===== src/rtl/newton_sqrt_pkg.sv =====
package newton_sqrt_pkg;

  typedef enum logic [1:0] {
    ENG_IDLE = 2'd0,
    ENG_RUN  = 2'd1,
    ENG_HOLD = 2'd2
  } eng_state_t;

endpackage


===== src/rtl/newton_seed.sv =====
module newton_seed #(
  parameter int W  = 16,
  parameter int F  = 8,
  parameter int RW = W/2 + F + 1
) (
  input  logic [W-1:0]  a,
  output logic [RW-1:0] seed
);

  // leading-one position of a (0 when a is zero)
  function automatic int lead_one(input logic [W-1:0] v);
    int p;
    p = 0;
    for (int i = 0; i < W; i++) begin
      if (v[i]) p = i;
    end
    return p;
  endfunction

  // 2^ceil((m+1)/2) scaled by 2^F is never below the true root
  function automatic logic [RW-1:0] first_guess(input logic [W-1:0] v);
    int e;
    e = (lead_one(v) + 2) / 2;
    return RW'(1) << (e + F);
  endfunction

  assign seed = first_guess(a);

endmodule


===== src/rtl/newton_divider.sv =====
module newton_divider #(
  parameter int DW = 32,
  parameter int VW = 17
) (
  input  logic          clk,
  input  logic          rst_n,
  input  logic          load,
  input  logic [DW-1:0] dividend,
  input  logic [VW-1:0] divisor,
  output logic          busy,
  output logic          fin,
  output logic [DW-1:0] quotient
);

  localparam int CW = $clog2(DW + 1);

  logic [VW-1:0] rem_q;
  logic [DW-1:0] quo_q;
  logic [VW-1:0] dvs_q;
  logic [CW-1:0] cnt_q;
  logic          busy_q;
  logic          fin_q;

  // one restoring step: bring in the next dividend bit, try to subtract
  logic [VW:0]   shifted;
  logic [VW:0]   trial;
  logic          take;
  logic [VW-1:0] rem_next;

  assign shifted  = {rem_q, quo_q[DW-1]};
  assign trial    = shifted - {1'b0, dvs_q};
  assign take     = shifted >= {1'b0, dvs_q};
  assign rem_next = take ? trial[VW-1:0] : shifted[VW-1:0];

  always_ff @(posedge clk or negedge rst_n) begin
    if (!rst_n) begin
      rem_q  <= '0;
      quo_q  <= '0;
      dvs_q  <= '0;
      cnt_q  <= '0;
      busy_q <= 1'b0;
      fin_q  <= 1'b0;
    end else begin
      fin_q <= 1'b0;
      if (load) begin
        rem_q  <= '0;
        quo_q  <= dividend;
        dvs_q  <= divisor;
        cnt_q  <= CW'(DW);
        busy_q <= 1'b1;
      end else if (busy_q) begin
        rem_q <= rem_next;
        quo_q <= {quo_q[DW-2:0], take};
        cnt_q <= cnt_q - 1'b1;
        if (cnt_q == CW'(1)) begin
          busy_q <= 1'b0;
          fin_q  <= 1'b1;
        end
      end
    end
  end

  assign busy     = busy_q;
  assign fin      = fin_q;
  assign quotient = quo_q;

  // a launch never carries a zero divisor
  p_nonzero_divisor_r1: assert property (@(posedge clk) disable iff (!rst_n)
    load |-> divisor != '0);

  // a division always runs its full length before finishing
  p_fin_after_busy_r4: assert property (@(posedge clk) disable iff (!rst_n)
    fin |-> $past(busy));

endmodule


===== src/rtl/newton_timer.sv =====
module newton_timer #(
  parameter int LAT = 408
) (
  input  logic clk,
  input  logic rst_n,
  input  logic accept,
  output logic busy,
  output logic deadline
);

  localparam int CW = $clog2(LAT + 1);

  logic [CW-1:0] cnt_q;
  logic          busy_q;

  assign deadline = busy_q && (cnt_q == CW'(LAT));
  assign busy     = busy_q;

  always_ff @(posedge clk or negedge rst_n) begin
    if (!rst_n) begin
      cnt_q  <= '0;
      busy_q <= 1'b0;
    end else if (accept) begin
      cnt_q  <= CW'(1);
      busy_q <= 1'b1;
    end else if (deadline) begin
      cnt_q  <= '0;
      busy_q <= 1'b0;
    end else if (busy_q) begin
      cnt_q <= cnt_q + 1'b1;
    end
  end

  // the count never runs past the fixed latency
  p_count_bounded_r4: assert property (@(posedge clk) disable iff (!rst_n)
    busy_q |-> cnt_q <= CW'(LAT));

  // no new request is taken while one is in flight
  p_no_accept_busy_r5: assert property (@(posedge clk) disable iff (!rst_n)
    accept |-> !busy_q);

endmodule


===== src/rtl/newton_sqrt.sv =====
module newton_sqrt
  import newton_sqrt_pkg::*;
#(
  parameter int W     = 16,
  parameter int F     = 8,
  parameter int ITER  = 12,
  parameter int RBITS = $clog2(F + 1)
) (
  input  logic             clk,
  input  logic             rst_n,
  input  logic             start,
  input  logic [W-1:0]     operand,
  input  logic [RBITS-1:0] thr_exp,
  output logic [W/2+F:0]   root,
  output logic             done
);

  localparam int RW  = W/2 + F + 1;
  localparam int DW  = W + 2*F;
  localparam int LAT = ITER * (DW + 2);
  localparam int IW  = $clog2(ITER + 1);

  // ---------------- arithmetic helpers ----------------
  function automatic logic [RW-1:0] halve_sum(input logic [RW-1:0] c,
                                              input logic [RW-1:0] q);
    logic [RW:0] s;
    s = {1'b0, c} + {1'b0, q};
    return s[RW:1];
  endfunction

  function automatic logic [RW-1:0] abs_gap(input logic [RW-1:0] x,
                                            input logic [RW-1:0] y);
    return (x >= y) ? (x - y) : (y - x);
  endfunction

  // threshold 2^-r in raw units; r >= F means "no change at all"
  function automatic logic [RW-1:0] thr_raw(input logic [RBITS-1:0] r);
    if (int'(r) >= F) return RW'(1);
    return RW'(1) << (F - int'(r));
  endfunction

  // ---------------- internal events ----------------
  logic            tmr_busy;
  logic            deadline;
  logic            accept;
  logic            zero_in;
  logic [RW-1:0]   seed;
  logic            div_load;
  logic            div_busy;
  logic            div_fin;
  logic [DW-1:0]   div_q;
  logic [DW-1:0]   div_dividend;
  logic [RW-1:0]   div_divisor;
  logic [RW-1:0]   quot;
  logic [RW-1:0]   c_next;
  logic            converged;
  logic            last_step;
  logic            step_done;
  logic            stop_now;

  logic [W-1:0]     a_q;
  logic [RBITS-1:0] r_q;
  logic [RW-1:0]    c_q;
  logic [IW-1:0]    iter_q;
  eng_state_t       eng_q;
  logic [RW-1:0]    root_q;
  logic             done_q;

  assign accept    = start && !tmr_busy;
  assign zero_in   = (operand == '0);
  assign quot      = div_q[RW-1:0];
  assign c_next    = halve_sum(c_q, quot);
  assign converged = abs_gap(c_next, c_q) < thr_raw(r_q);
  assign last_step = (iter_q == IW'(ITER - 1));
  assign step_done = (eng_q == ENG_RUN) && div_fin;
  assign stop_now  = converged || last_step;
  assign div_load  = (accept && !zero_in) || (step_done && !stop_now);

  assign div_dividend = accept ? {operand, {(2*F){1'b0}}} : {a_q, {(2*F){1'b0}}};
  assign div_divisor  = accept ? seed : c_next;

  // ---------------- sub-blocks ----------------
  newton_seed #(.W(W), .F(F), .RW(RW)) u_seed (
    .a    (operand),
    .seed (seed)
  );

  newton_divider #(.DW(DW), .VW(RW)) u_div (
    .clk      (clk),
    .rst_n    (rst_n),
    .load     (div_load),
    .dividend (div_dividend),
    .divisor  (div_divisor),
    .busy     (div_busy),
    .fin      (div_fin),
    .quotient (div_q)
  );

  newton_timer #(.LAT(LAT)) u_timer (
    .clk      (clk),
    .rst_n    (rst_n),
    .accept   (accept),
    .busy     (tmr_busy),
    .deadline (deadline)
  );

  // ---------------- iteration engine ----------------
  always_ff @(posedge clk or negedge rst_n) begin
    if (!rst_n) begin
      a_q    <= '0;
      r_q    <= '0;
      c_q    <= '0;
      iter_q <= '0;
      eng_q  <= ENG_IDLE;
    end else if (accept) begin
      a_q    <= operand;
      r_q    <= thr_exp;
      iter_q <= '0;
      c_q    <= zero_in ? '0 : seed;
      eng_q  <= zero_in ? ENG_HOLD : ENG_RUN;
    end else if (step_done) begin
      c_q    <= c_next;
      iter_q <= iter_q + 1'b1;
      if (stop_now) eng_q <= ENG_HOLD;
    end else if (deadline) begin
      eng_q <= ENG_IDLE;
    end
  end

  // ---------------- result release ----------------
  always_ff @(posedge clk or negedge rst_n) begin
    if (!rst_n) begin
      root_q <= '0;
      done_q <= 1'b0;
    end else begin
      done_q <= deadline;
      if (deadline) root_q <= c_q;
    end
  end

  assign root = root_q;
  assign done = done_q;

  // ---------------- assertions ----------------
  // the first estimate is never below the true root
  p_seed_bound_r1: assert property (@(posedge clk) disable iff (!rst_n)
    (accept && !zero_in) |->
      ((2*RW)'(seed) * (2*RW)'(seed)) >= (2*RW)'({operand, {(2*F){1'b0}}}));

  // every quotient fits the estimate width
  p_quot_fits_r1: assert property (@(posedge clk) disable iff (!rst_n)
    div_fin |-> div_q[DW-1:RW] == '0);

  // the step count never exceeds the cap
  p_iter_cap_r2: assert property (@(posedge clk) disable iff (!rst_n)
    iter_q <= IW'(ITER));

  // a fresh division is never launched over a running one
  p_div_no_reload_r2: assert property (@(posedge clk) disable iff (!rst_n)
    div_load |-> !div_busy);

  // a zero operand gives a zero root
  p_zero_root_r3: assert property (@(posedge clk) disable iff (!rst_n)
    (deadline && a_q == '0) |=> root == '0);

  // refinement has finished when the deadline arrives
  p_ready_at_deadline_r4: assert property (@(posedge clk) disable iff (!rst_n)
    deadline |-> eng_q == ENG_HOLD);

  // done is a single-cycle pulse
  p_done_single_r4: assert property (@(posedge clk) disable iff (!rst_n)
    done |=> !done);

  // a start during a run leaves the captured operand alone
  p_ignore_busy_r5: assert property (@(posedge clk) disable iff (!rst_n)
    (start && tmr_busy) |=> $stable(a_q));

  // root moves only together with done
  p_root_hold_r6: assert property (@(posedge clk) disable iff (!rst_n)
    !$stable(root) |-> done);

endmodule


===== config.mk =====
export PLATFORM = sky130hd
export DESIGN_NAME = newton_sqrt
export DESIGN_NICKNAME = d
export VERILOG_FILES = /design/src/rtl/newton_sqrt_pkg.sv /design/src/rtl/newton_seed.sv /design/src/rtl/newton_divider.sv /design/src/rtl/newton_timer.sv /design/src/rtl/newton_sqrt.sv
export SDC_FILE = /design/constraint.sdc
export NUM_CORES = 1
export LEC_CHECK = 0
export ABC_CLOCK_PERIOD_IN_PS = 5400
export BUFFER_PORTS_ARGS = -buffer_cell sky130_fd_sc_hd__buf_2
export CORE_MARGIN = 1.5
export CORE_UTILIZATION = 57
export DETAILED_ROUTE_END_ITERATION = 10
export MAX_ROUTING_LAYER = met4
export PLACE_DENSITY_LB_ADDON = 0.12
export SETUP_SLACK_MARGIN = 0.5
export SKIP_CTS_REPAIR_TIMING = 1
export SLEW_MARGIN = 40
export SYNTH_ARGS = -nofsm -noshare
export SYNTH_HDL_FRONTEND = slang
export SYNTH_SLANG_ARGS = --single-unit

===== constraint.sdc =====
create_clock -name clk -period 5.4 [get_ports clk]
set_clock_uncertainty 0.15 [all_clocks]
set_input_delay 1.08 -clock clk [delete_from_list [all_inputs] [get_ports clk]]
set_output_delay 1.08 -clock clk [all_outputs]
set_load 0.02 [all_outputs]

---- Word-level counts from Yosys, hierarchy flattened ----
Cells that the tools add are included.
storage, ports and cells
  register bits after elaboration ......... 145
  bits of input ports ..................... 23
  output and inout port bits .............. 18
operators by class
  add/sub/neg operators ................... 11
  magnitude comparators ................... 4
  equality and inequality tests ........... 5
  shift-type cells ........................ 2
  muxes and demuxes ....................... 49
  bitwise operators ....................... 1
  reduce and logical (&&, ||, !) cells .... 17
operators by type and width
  operator               number
  $mux 17                10
  $mux 32                3
  $shl 1x32->17 const A  2
  $sub 17x17->17         3
  $mux 4                 10
  $add 32x1->32          1
  $add 32x5->32 const B  1
  $mux 9                 3
  $add 17x17->18         1
  $ge 18x17->1           1
  $ge 17x17->1           1
  $lt 17x17->1           1
  $logic_not 16->1       1
  $mux 2                 7
  $mux 3                 4
  $mux 6                 2
  $mux 1                 10
  $add 9x1->9 const B    1
  $eq 9x9->1 const B     1
  $eq 6x1->1 const B     1
  $reduce_bool 2->1      3
  $reduce_bool 3->1      2
  $sub 6x1->6 const B    1
  $add 4x2->5 const B    1
  11 further kinds       18

---- Depth between registers and ports, before layout ----
Gate-level depths: netlist of run 1.
  depth after elaboration ................. 22
  depth in mapped cells ................... 32
  mapped depth without buffers ............ 28

---- Hierarchy ----
From an unflattened synthesis of run 1, not the netlist that was laid out.
unflattened totals
  cell total of the unflattened synthesis .. 1241
  area total of the unflattened synthesis .. 10759.1 um^2
modules (own cells, without submodules)
  module          times used  cells an instance  area each (um^2)  seq. area each (um^2)
  newton_sqrt     1           681                5676.7            1526.5
  newton_divider  1           475                4341.7            1851.8
  newton_timer    1           57                 563.0             250.2
  newton_seed     1           28                 177.7             0.0

---- Least setup slack after synthesis of run 1 ----
Ideal clock, no wire load.
  path type ............................... reg2reg
  from .................................... register c_q[1]
  to ...................................... register u_div.dvs_q[14]
  library setup time ...................... 0.126 ns
  arrival ................................. 5.714 ns
  required time ........................... 5.124 ns
  path slack .............................. -0.590 ns
  cell stages (with the launch flop) ...... 31
  buffers on the path ..................... 3
  clock period less this slack ............ 5.990 ns
  cell sequence ........................... dfrtp_1 ha_1 a31o_1 a21oi_2 o311ai_2 a221o_1 a31oi_2 nor2_1 nor2_2 xnor2_1 ha_1 buf_2 nand2_1 o21ai_0 a21oi_2 a221oi_2 o22ai_4 mux2_4 a221oi_2 xnor2_1 ha_1 nand4_1 nor2_1 o21ai_0 a21oi_1 o21a_1 o221ai_1 and2_1 buf_2 buf_4 a221o_1
between the ends
  longest elaborated chain between the ends .. 8
  elaborated cells on any way between the ends .. 11
  classes of those cells .................. 3 x add/sub; 2 x order compare; 2 x mux; 4 x reduce/logical
ends and longest elaborated chain
  what                                                   line                  text
  start, declared                                        newton_sqrt.sv:63     logic [RW-1:0] c_q;
  start signal, assigned                                 newton_sqrt.sv:119    c_q <= zero_in ? '0 : seed;
  start signal, assigned                                 newton_sqrt.sv:122    c_q <= c_next;
  $add 17x17->18                                         newton_sqrt.sv:27     s = {1'b0, c} + {1'b0, q};
  $sub 17x17->17 / $ge 17x17->1 (equally long branches)  newton_sqrt.sv:33     return (x >= y) ? (x - y) : (y - x);
  $mux 17                                                newton_sqrt.sv:33
  $lt 17x17->1                                           newton_sqrt.sv:73     assign converged = abs_gap(c_next, c_q) < thr_raw(r_q);
  $logic_or 1x1->1                                       newton_sqrt.sv:76     assign stop_now = converged || last_step;
  $logic_not 1->1                                        newton_sqrt.sv:77     assign div_load = (accept && !zero_in) || (step_done && !stop_now);
  $logic_and 1x1->1                                      newton_sqrt.sv:77
  $logic_or 1x1->1                                       newton_sqrt.sv:77
  end signal, assigned                                   newton_divider.sv:48  dvs_q <= divisor;
  end, declared                                          newton_divider.sv:19  logic [VW-1:0] dvs_q;
Several ways; a longest one is shown, not always the timed one.
A chain may end at the register's enable or synchronous reset.

---- Worst setup path after layout of run 1 ----
  from .................................... register u_div.quo_q[1] (netlist: u_div.quotient[1])
  to ...................................... register u_div.dvs_q[4]
between the ends
  longest elaborated chain between the ends .. 8
  elaborated cells on any way between the ends .. 11
  classes of those cells .................. 3 x add/sub; 2 x order compare; 2 x mux; 4 x reduce/logical
ends and longest elaborated chain
  what                                                   line                  text
  start, declared                                        newton_divider.sv:18  logic [DW-1:0] quo_q;
  start signal, assigned                                 newton_divider.sv:47  quo_q <= dividend;
  start signal, assigned                                 newton_divider.sv:53  quo_q <= {quo_q[DW-2:0], take};
  $add 17x17->18 *                                       newton_sqrt.sv:27
  $sub 17x17->17 / $ge 17x17->1 (equally long branches)  newton_sqrt.sv:33
  $mux 17                                                newton_sqrt.sv:33
  $lt 17x17->1                                           newton_sqrt.sv:73
  $logic_or 1x1->1                                       newton_sqrt.sv:76
  $logic_not 1->1                                        newton_sqrt.sv:77
  $logic_and 1x1->1                                      newton_sqrt.sv:77
  $logic_or 1x1->1                                       newton_sqrt.sv:77
Every way passes the cells marked *; elsewhere a longest branch is shown, timed or not.

==> results of run 1 <==
==> layout by cell type, fill, tap and decap left out, types with 6 or more instances in the layout <==
cell / n
a211oi_2: 17
a21o_1: 33
a21oi_1: 80
a21oi_2: 13
a31oi_1: 9
buf_12: 7
buf_2: 39
buf_4: 153
buf_6: 11
clkbuf_16: 24
dfrtp_1: 142
ha_1: 85
inv_1: 74
mux2_2: 18
mux2i_1: 41
nand2_1: 138
nand2b_1: 12
nand3_1: 14
nand4_1: 13
nor2_1: 107
nor2_2: 6
nor2_4: 10
nor2b_1: 8
nor3_1: 21
o21a_1: 11
o21ai_0: 45
o21ai_1: 13
xnor2_1: 25
xor2_1: 24
==> final cells by class <==
cell class	count	area, sq um
clock buffers	17	425.4
multi-input cells	870	6337
clock inverters	15	188.9
well taps	225	281.5
inverters	74	277.8
flip-flops and latches	145	3635
repair buffers	217	1783
fillers	1224	4248
==> metal layers <==
metal / routed length (microns) / vias to the layer above
met2: 13360 / 296
met3: 1755 / 64
met5: 0 / -
li1: - / 4371
met1: 13040 / 4456
met4: 775 / 0
==> flip-flops by register name (all words and copies together) (netlist names) <==
name and flops:
a_q 16, c_q 17, done 1, eng_q 2
iter_q 4, r_q 4, root 17, u_div.busy 1
u_div.cnt_q 6, u_div.dvs_q 17, u_div.fin 1, u_div.quotient 32
u_div.rem_q 17, u_timer.busy 1, u_timer.cnt_q 9
==> cells in the mapped netlist (3+ instances only) <==
| master | count |
|---|---|
| dfrtp_1 | 145 |
| nand2_1 | 140 |
| nor2_1 | 122 |
| a21oi_1 | 92 |
| ha_1 | 89 |
| inv_1 | 74 |
| o21ai_0 | 56 |
| mux2i_1 | 44 |
| a21o_1 | 33 |
| xnor2_1 | 27 |
| nor3_1 | 24 |
| xor2_1 | 24 |
| a211oi_1 | 21 |
| clkbuf_1 | 21 |
| mux2_2 | 18 |
| buf_2 | 15 |
| nand3_1 | 14 |
| nand4_1 | 13 |
| nand2b_1 | 12 |
| a31oi_1 | 11 |
| o21a_1 | 11 |
| nor2b_1 | 9 |
| buf_1 | 6 |
| nor4_1 | 6 |
| and2_1 | 5 |
| and3_1 | 5 |
| buf_4 | 5 |
| o21bai_1 | 5 |
| or2_2 | 5 |
| a211o_1 | 4 |
| a221o_1 | 4 |
| a22oi_1 | 4 |
| fa_1 | 4 |
| o31ai_1 | 4 |
| or3_1 | 4 |
| a2111oi_0 | 3 |
| a21boi_0 | 3 |
| a21oi_2 | 3 |
| a311oi_1 | 3 |
| buf_6 | 3 |
| o2111ai_1 | 3 |
| o31a_1 | 3 |
==> kinds of logic (layout without fill, tap and decap cells) <==
logic type,count (synthesis),after routing
buffers and inverters,124,323
DFF,145,145
other,1,5
xor gates and xnor gates,51,51
AOI/OAI and AO/OA,289,289
muxes,63,63
adders and majority gates,93,93
and+or+nand+nor,368,369
==> per-stage QoR <==
| stage | util | setup TNS [ps] | instance area (sq um) | instances | setup slack [ps] |
|---|---|---|---|---|---|
| 2_1_floorplan | - | -6752 | 10230 | 1138 | -326.9 |
| 3_3_place_gp | 0.6770 | -33450 | 11630 | 1508 | -549.7 |
| 3_5_place_dp | 0.6770 | -44880 | 11630 | 1508 | -702.2 |
| 4_1_cts | 0.7128 | -48050 | 12240 | 1540 | -746.8 |
| 5_1_grt | 0.7527 | -66110 | 12930 | 1563 | -931.2 |
| 6_report | 0.7527 | -45270 | 12930 | 1563 | -659.6 |
==> worst max-delay path, delay by kind of cell, from the launching register on <==
kind            cells  cell delay, ps
flops               1             440
compound gates     14            2750
xor+xnor            2             250
mux                 1             220
buf+inv             4             770
fa+ha+maj           3             850
simple gates        4             530
==> how the worst min path moves through the flow <==
stage	endpoint	from	slack [ps]	depth (start not counted)
CTS	a_q[11]$_DFFE_PN0P_	a_q[11]$_DFFE_PN0P_	330	2
finish	a_q[11]$_DFFE_PN0P_	a_q[11]$_DFFE_PN0P_	330	2
detailed placement	a_q[11]$_DFFE_PN0P_	a_q[11]$_DFFE_PN0P_	310	2
global placement	a_q[14]$_DFFE_PN0P_	a_q[14]$_DFFE_PN0P_	310	2
floorplan	a_q[0]$_DFFE_PN0P_	a_q[0]$_DFFE_PN0P_	290	2
global route	a_q[3]$_DFFE_PN0P_	a_q[3]$_DFFE_PN0P_	360	2
==> impl_metrics.tcl, run 1 <==
set metrics [dict create \
    post-route-drc-count 0 \
    yosysSeqAreaShare 0.3640 \
    detail_route.wirelength_microns 28930 \
    dpl.hpwl_microns 20040 \
    synth_xor_area_frac 0.04480 \
    drt_iter0_markers 659 \
    async_reset_ff_frac 1.000 \
    synthSimpleGateAreaFrac 0.1629 \
    row_count 48 \
    synth_compound_area_frac 0.1895 \
    grt_overflow 0 \
    netlist_area_sq_um 9970 \
    grt_pass1_vias 8907 \
    start_kind "register" \
    die-area_sq_um 18290 \
    synthAdderAreaFrac 0.1197 \
    grt_max_degree 62 \
    viasPerCell 5.878 \
    cts_root_buffer "clkbuf_16" \
    synth_edf_count 0 \
    n_antenna_cell 0 \
    min_period_ps 6060 \
    first_pass_iters 6 \
    synth_cell_types 72 \
    grt_pass1_wl_microns 44070 \
    critPathMaxStageDelay_ps 440 \
    cts_buffers 17 \
    criticalPathCategory "register to register" \
    worst_pin_slew_ps 775.7 \
    syn_inst 1134 \
    syn_to_final_growth_pct 29.68 \
    place_congestion 0.9447 \
    synth.area.mux_share 0.06601 \
    synthFlopType "dfrtp_1" \
    use_met3 0.05948 \
    setup_viol 76 \
    synth_area_per_cell_sq_um 8.792 \
    hp-class "register to register" \
    final_nets 1441 \
    yosys-top-cells-area "dfrtp_1 36%, ha_1 11%, nand2_1 5.3%" \
    crit_arrival_ps 6270 \
    htreeDepth 4 \
    clockBufferDepth 2 \
    max_freq_ghz 0.1650 \
    synth_area_leader_cell "dfrtp_1" \
    antenna_found_initial 0 \
    drive_above_1_share 0.2713 \
    finalCritPeriodShare 1.122 \
    gr-usage-met1 0.4185 \
    yosys.area.top_type_share 0.3640 \
    max_cap_violations 0 \
    violations "setup timing" \
    drtAntennaViolNets 0 \
    crit_path_start "u_div.quotient[1]$_DFFE_PN0P_" \
    ys_ff_latch 145 \
    status "finished with violations" \
    numPortBuffers 40 \
    rsz0062_at_grt "true" \
    reg2reg_slack_ps -660 \
    clock_sinks 145 \
    clk_pin_slew_ps 70 \
    routedWlPerCell_microns 18.51 \
    ios 41 \
    slowest_stage "dfrtp_2" \
    die_y_microns 135.3 \
    num_vias 9187 \
    endpoint "u_div.dvs_q[4]$_DFFE_PN0P_" \
    core_region_area_sq_um 17180 \
    met2_usage 0.4838 \
    reg2reg_to "u_div.dvs_q[4]$_DFFE_PN0P_" \
    holdWs_ps 330.0 \
    ys_warn_count 0 \
    clk_latency_ps 440 \
    required_ps 5610 \
    initial_core_util 0.5804 \
    cts_tree "built" \
    relSlewSlack 0.4829 \
    maxSlewViolCount 0 \
    grt_use_total 0.3150 \
    path_max_fanout 7 \
    synth_top_family_by_area "compound AO/OA/AOI/OAI gates" \
    hold_viol_final 0 \
    die-width_microns 135.3 \
    crit_path_end_kind "register" \
    busiest_layer "met2" \
    fin_ws_ps -659.6 \
    reg2reg_from "u_div.quotient[1]$_DFFE_PN0P_" \
    worstRegToRegCells 28 \
]
Power of run 1 is left out: the tool's default activity adds up to more than one toggle a clock period on the data nets, which glitch-free logic cannot reach.
==> run 2: changes to the inputs <==
CELL_PAD_IN_SITES_DETAIL_PLACEMENT = 0   (was default)
CELL_PAD_IN_SITES_GLOBAL_PLACEMENT = 1   (was default)
CORE_UTILIZATION = 44   (was 57)
==> run 2 against run 1 <==
Net effect:
- the flow still finishes with violations (setup timing)
- non-clock buffer count fell by 2
- global-route usage fell by 6.8 points
- final area fell by 1.5%
- first-iteration DRC count fell by 25%
- critical path depth fell by 1
- final cell count rose by 3.4%
- count of clock-buffer cells in the layout did not move
- critical endpoint is now u_div.dvs_q[12]$_DFFE_PN0P_
- largest cell class unchanged
- highest routed layer unchanged
==> impl_metrics.tcl, run 2 (synthesis gave the netlist of run 1 again) <==
set metrics [dict create \
    status "finished with violations" \
    violations "setup timing" \
    htreeDepth 4 \
    worst_pin_slew_ps 837.8 \
    rsz0062_at_grt "true" \
    reg2reg_from "c_q[1]$_DFFE_PN0P_" \
    grt_pass1_wl_microns 44540 \
    die-width_microns 153.5 \
    worstRegToRegCells 27 \
    initial_core_util 0.4526 \
    place_congestion 0.8659 \
    grt_max_degree 56 \
    finalCritPeriodShare 1.114 \
    cts_root_buffer "clkbuf_16" \
    fin_ws_ps -616.2 \
    clk_latency_ps 450 \
    hold_viol_final 0 \
    largest_reg_flops 32 \
    drt_iter0_markers 494 \
    dp_slack_ps -782.6 \
    core_region_area_sq_um 22030 \
    fillerInstances 2018 \
    die_y_microns 153.5 \
    reg2reg_slack_ps -620 \
    criticalPathCategory "register to register" \
    grt_overflow 0 \
    clock_sinks 145 \
    num_vias 8719 \
    maxSlewViolCount 0 \
    viasPerCell 5.395 \
    drtAntennaViolNets 0 \
    relSlewSlack 0.4363 \
    required_ps 5560 \
    first_pass_iters 5 \
    min_period_ps 6016 \
    setup_viol 76 \
    clockBufferDepth 2 \
    crit_path_end_kind "register" \
    drive_above_1_share 0.2650 \
    numPortBuffers 40 \
    start_kind "register" \
    crit_arrival_ps 6180 \
    hold_start "eng_q[0]$_DFFE_PN0P_" \
    reg2reg_to "u_div.dvs_q[12]$_DFFE_PN0P_" \
    holdWs_ps 338.9 \
    max_cap_violations 0 \
    row_count 54 \
    max_freq_ghz 0.1662 \
    final_common_cell "buf_4" \
    clk_pin_slew_ps 80 \
    path_max_fanout 6 \
    min_path_cells 2 \
    cts_buffers 17 \
    antenna_found_initial 0 \
    slowest_stage "dfrtp_2" \
    register_area_sq_um 3635 \
    dpl.hpwl_microns 20590 \
    cts_tree "built" \
    dpl.cell_count 1574 \
    placed_cell_area_sq_um 11770 \
    post-route-drc-count 0 \
    fin_cells 1616 \
    die-area_sq_um 23570 \
    final_nets 1439 \
    routedWlPerCell_microns 17.11 \
    cpMostUsedCell "o21a_1" \
    layout_common_cells "164 x buf_4, 142 x dfrtp_1, 137 x nand2_1" \
    detail_route.wirelength_microns 27640 \
    holdPathEnd "eng_q[0]$_DFFE_PN0P_" \
    grt_pass1_vias 8450 \
    n_antenna_cell 0 \
    critPathMaxStageDelay_ps 440 \
    ios 41 \
    multi_input_area_sq_um 6237 \
    grt_use_total 0.2473 \
    hp-class "register to register" \
    syn_to_final_growth_pct 27.67 \
    final_area_sq_um 12730 \
]
[run 2: changes by cell type in the layout (fill, tap and decap cells not counted), sizes merged]
cell / change
clkinv: -1
buf: +3
and2: +1
nand2: -1
clkinvlp: +1
clkbuf: -5
[run 2: critical path: cells and delay by family, from the launching register on]
family | cells | cell delay, ps
compound gates | 15 | 2900
buf+inv | 1 | 130
flops | 1 | 440
xor+xnor | 2 | 280
simple gates | 5 | 640
fa+ha+maj | 3 | 960
mux | 1 | 350
[run 2: metrics by stage]
step	TNS, ps	util
after global routing	-63430	0.5779
after CTS	-46180	0.5622
after global placement	-39660	0.5343
after floorplan	-6752	-
final	-40960	0.5779
after detailed placement	-43650	0.5344
[run 2: layer usage]
metal  GRT usage  wire [microns]  up-vias
met5           -               0        -
li1            -               -     4360
met1      0.3451           13920     4187
met4     0.06195             437        0
met2      0.3786           12280      146
met3     0.03579            1010       26
[run 2: worst max path at each step]
stage,start,end,slack [ps]
after floorplan,u_div.quotient[1]$_DFFE_PN0P_,u_div.dvs_q[14]$_DFFE_PN0P_,-330
final,c_q[1]$_DFFE_PN0P_,u_div.dvs_q[12]$_DFFE_PN0P_,-620
after CTS,u_div.quotient[1]$_DFFE_PN0P_,u_div.quotient[29]$_DFFE_PN0P_,-820
after global placement,u_div.quotient[1]$_DFFE_PN0P_,u_div.dvs_q[0]$_DFFE_PN0P_,-680
after detailed placement,u_div.quotient[1]$_DFFE_PN0P_,u_div.quotient[20]$_DFFE_PN0P_,-780
after global routing,c_q[1]$_DFFE_PN0P_,u_div.quotient[29]$_DFFE_PN0P_,-920
[run 2: layout make-up]
class	instances	share of cell area
multi-input combinational	870	0.4900
sequential	145	0.2856
timing repair buffer	215	0.1269
clock buffer	17	0.03342
tap	280	0.02752
inverter	74	0.02182
clock inverter	15	0.01474
Power of run 2 is left out for the same reason.
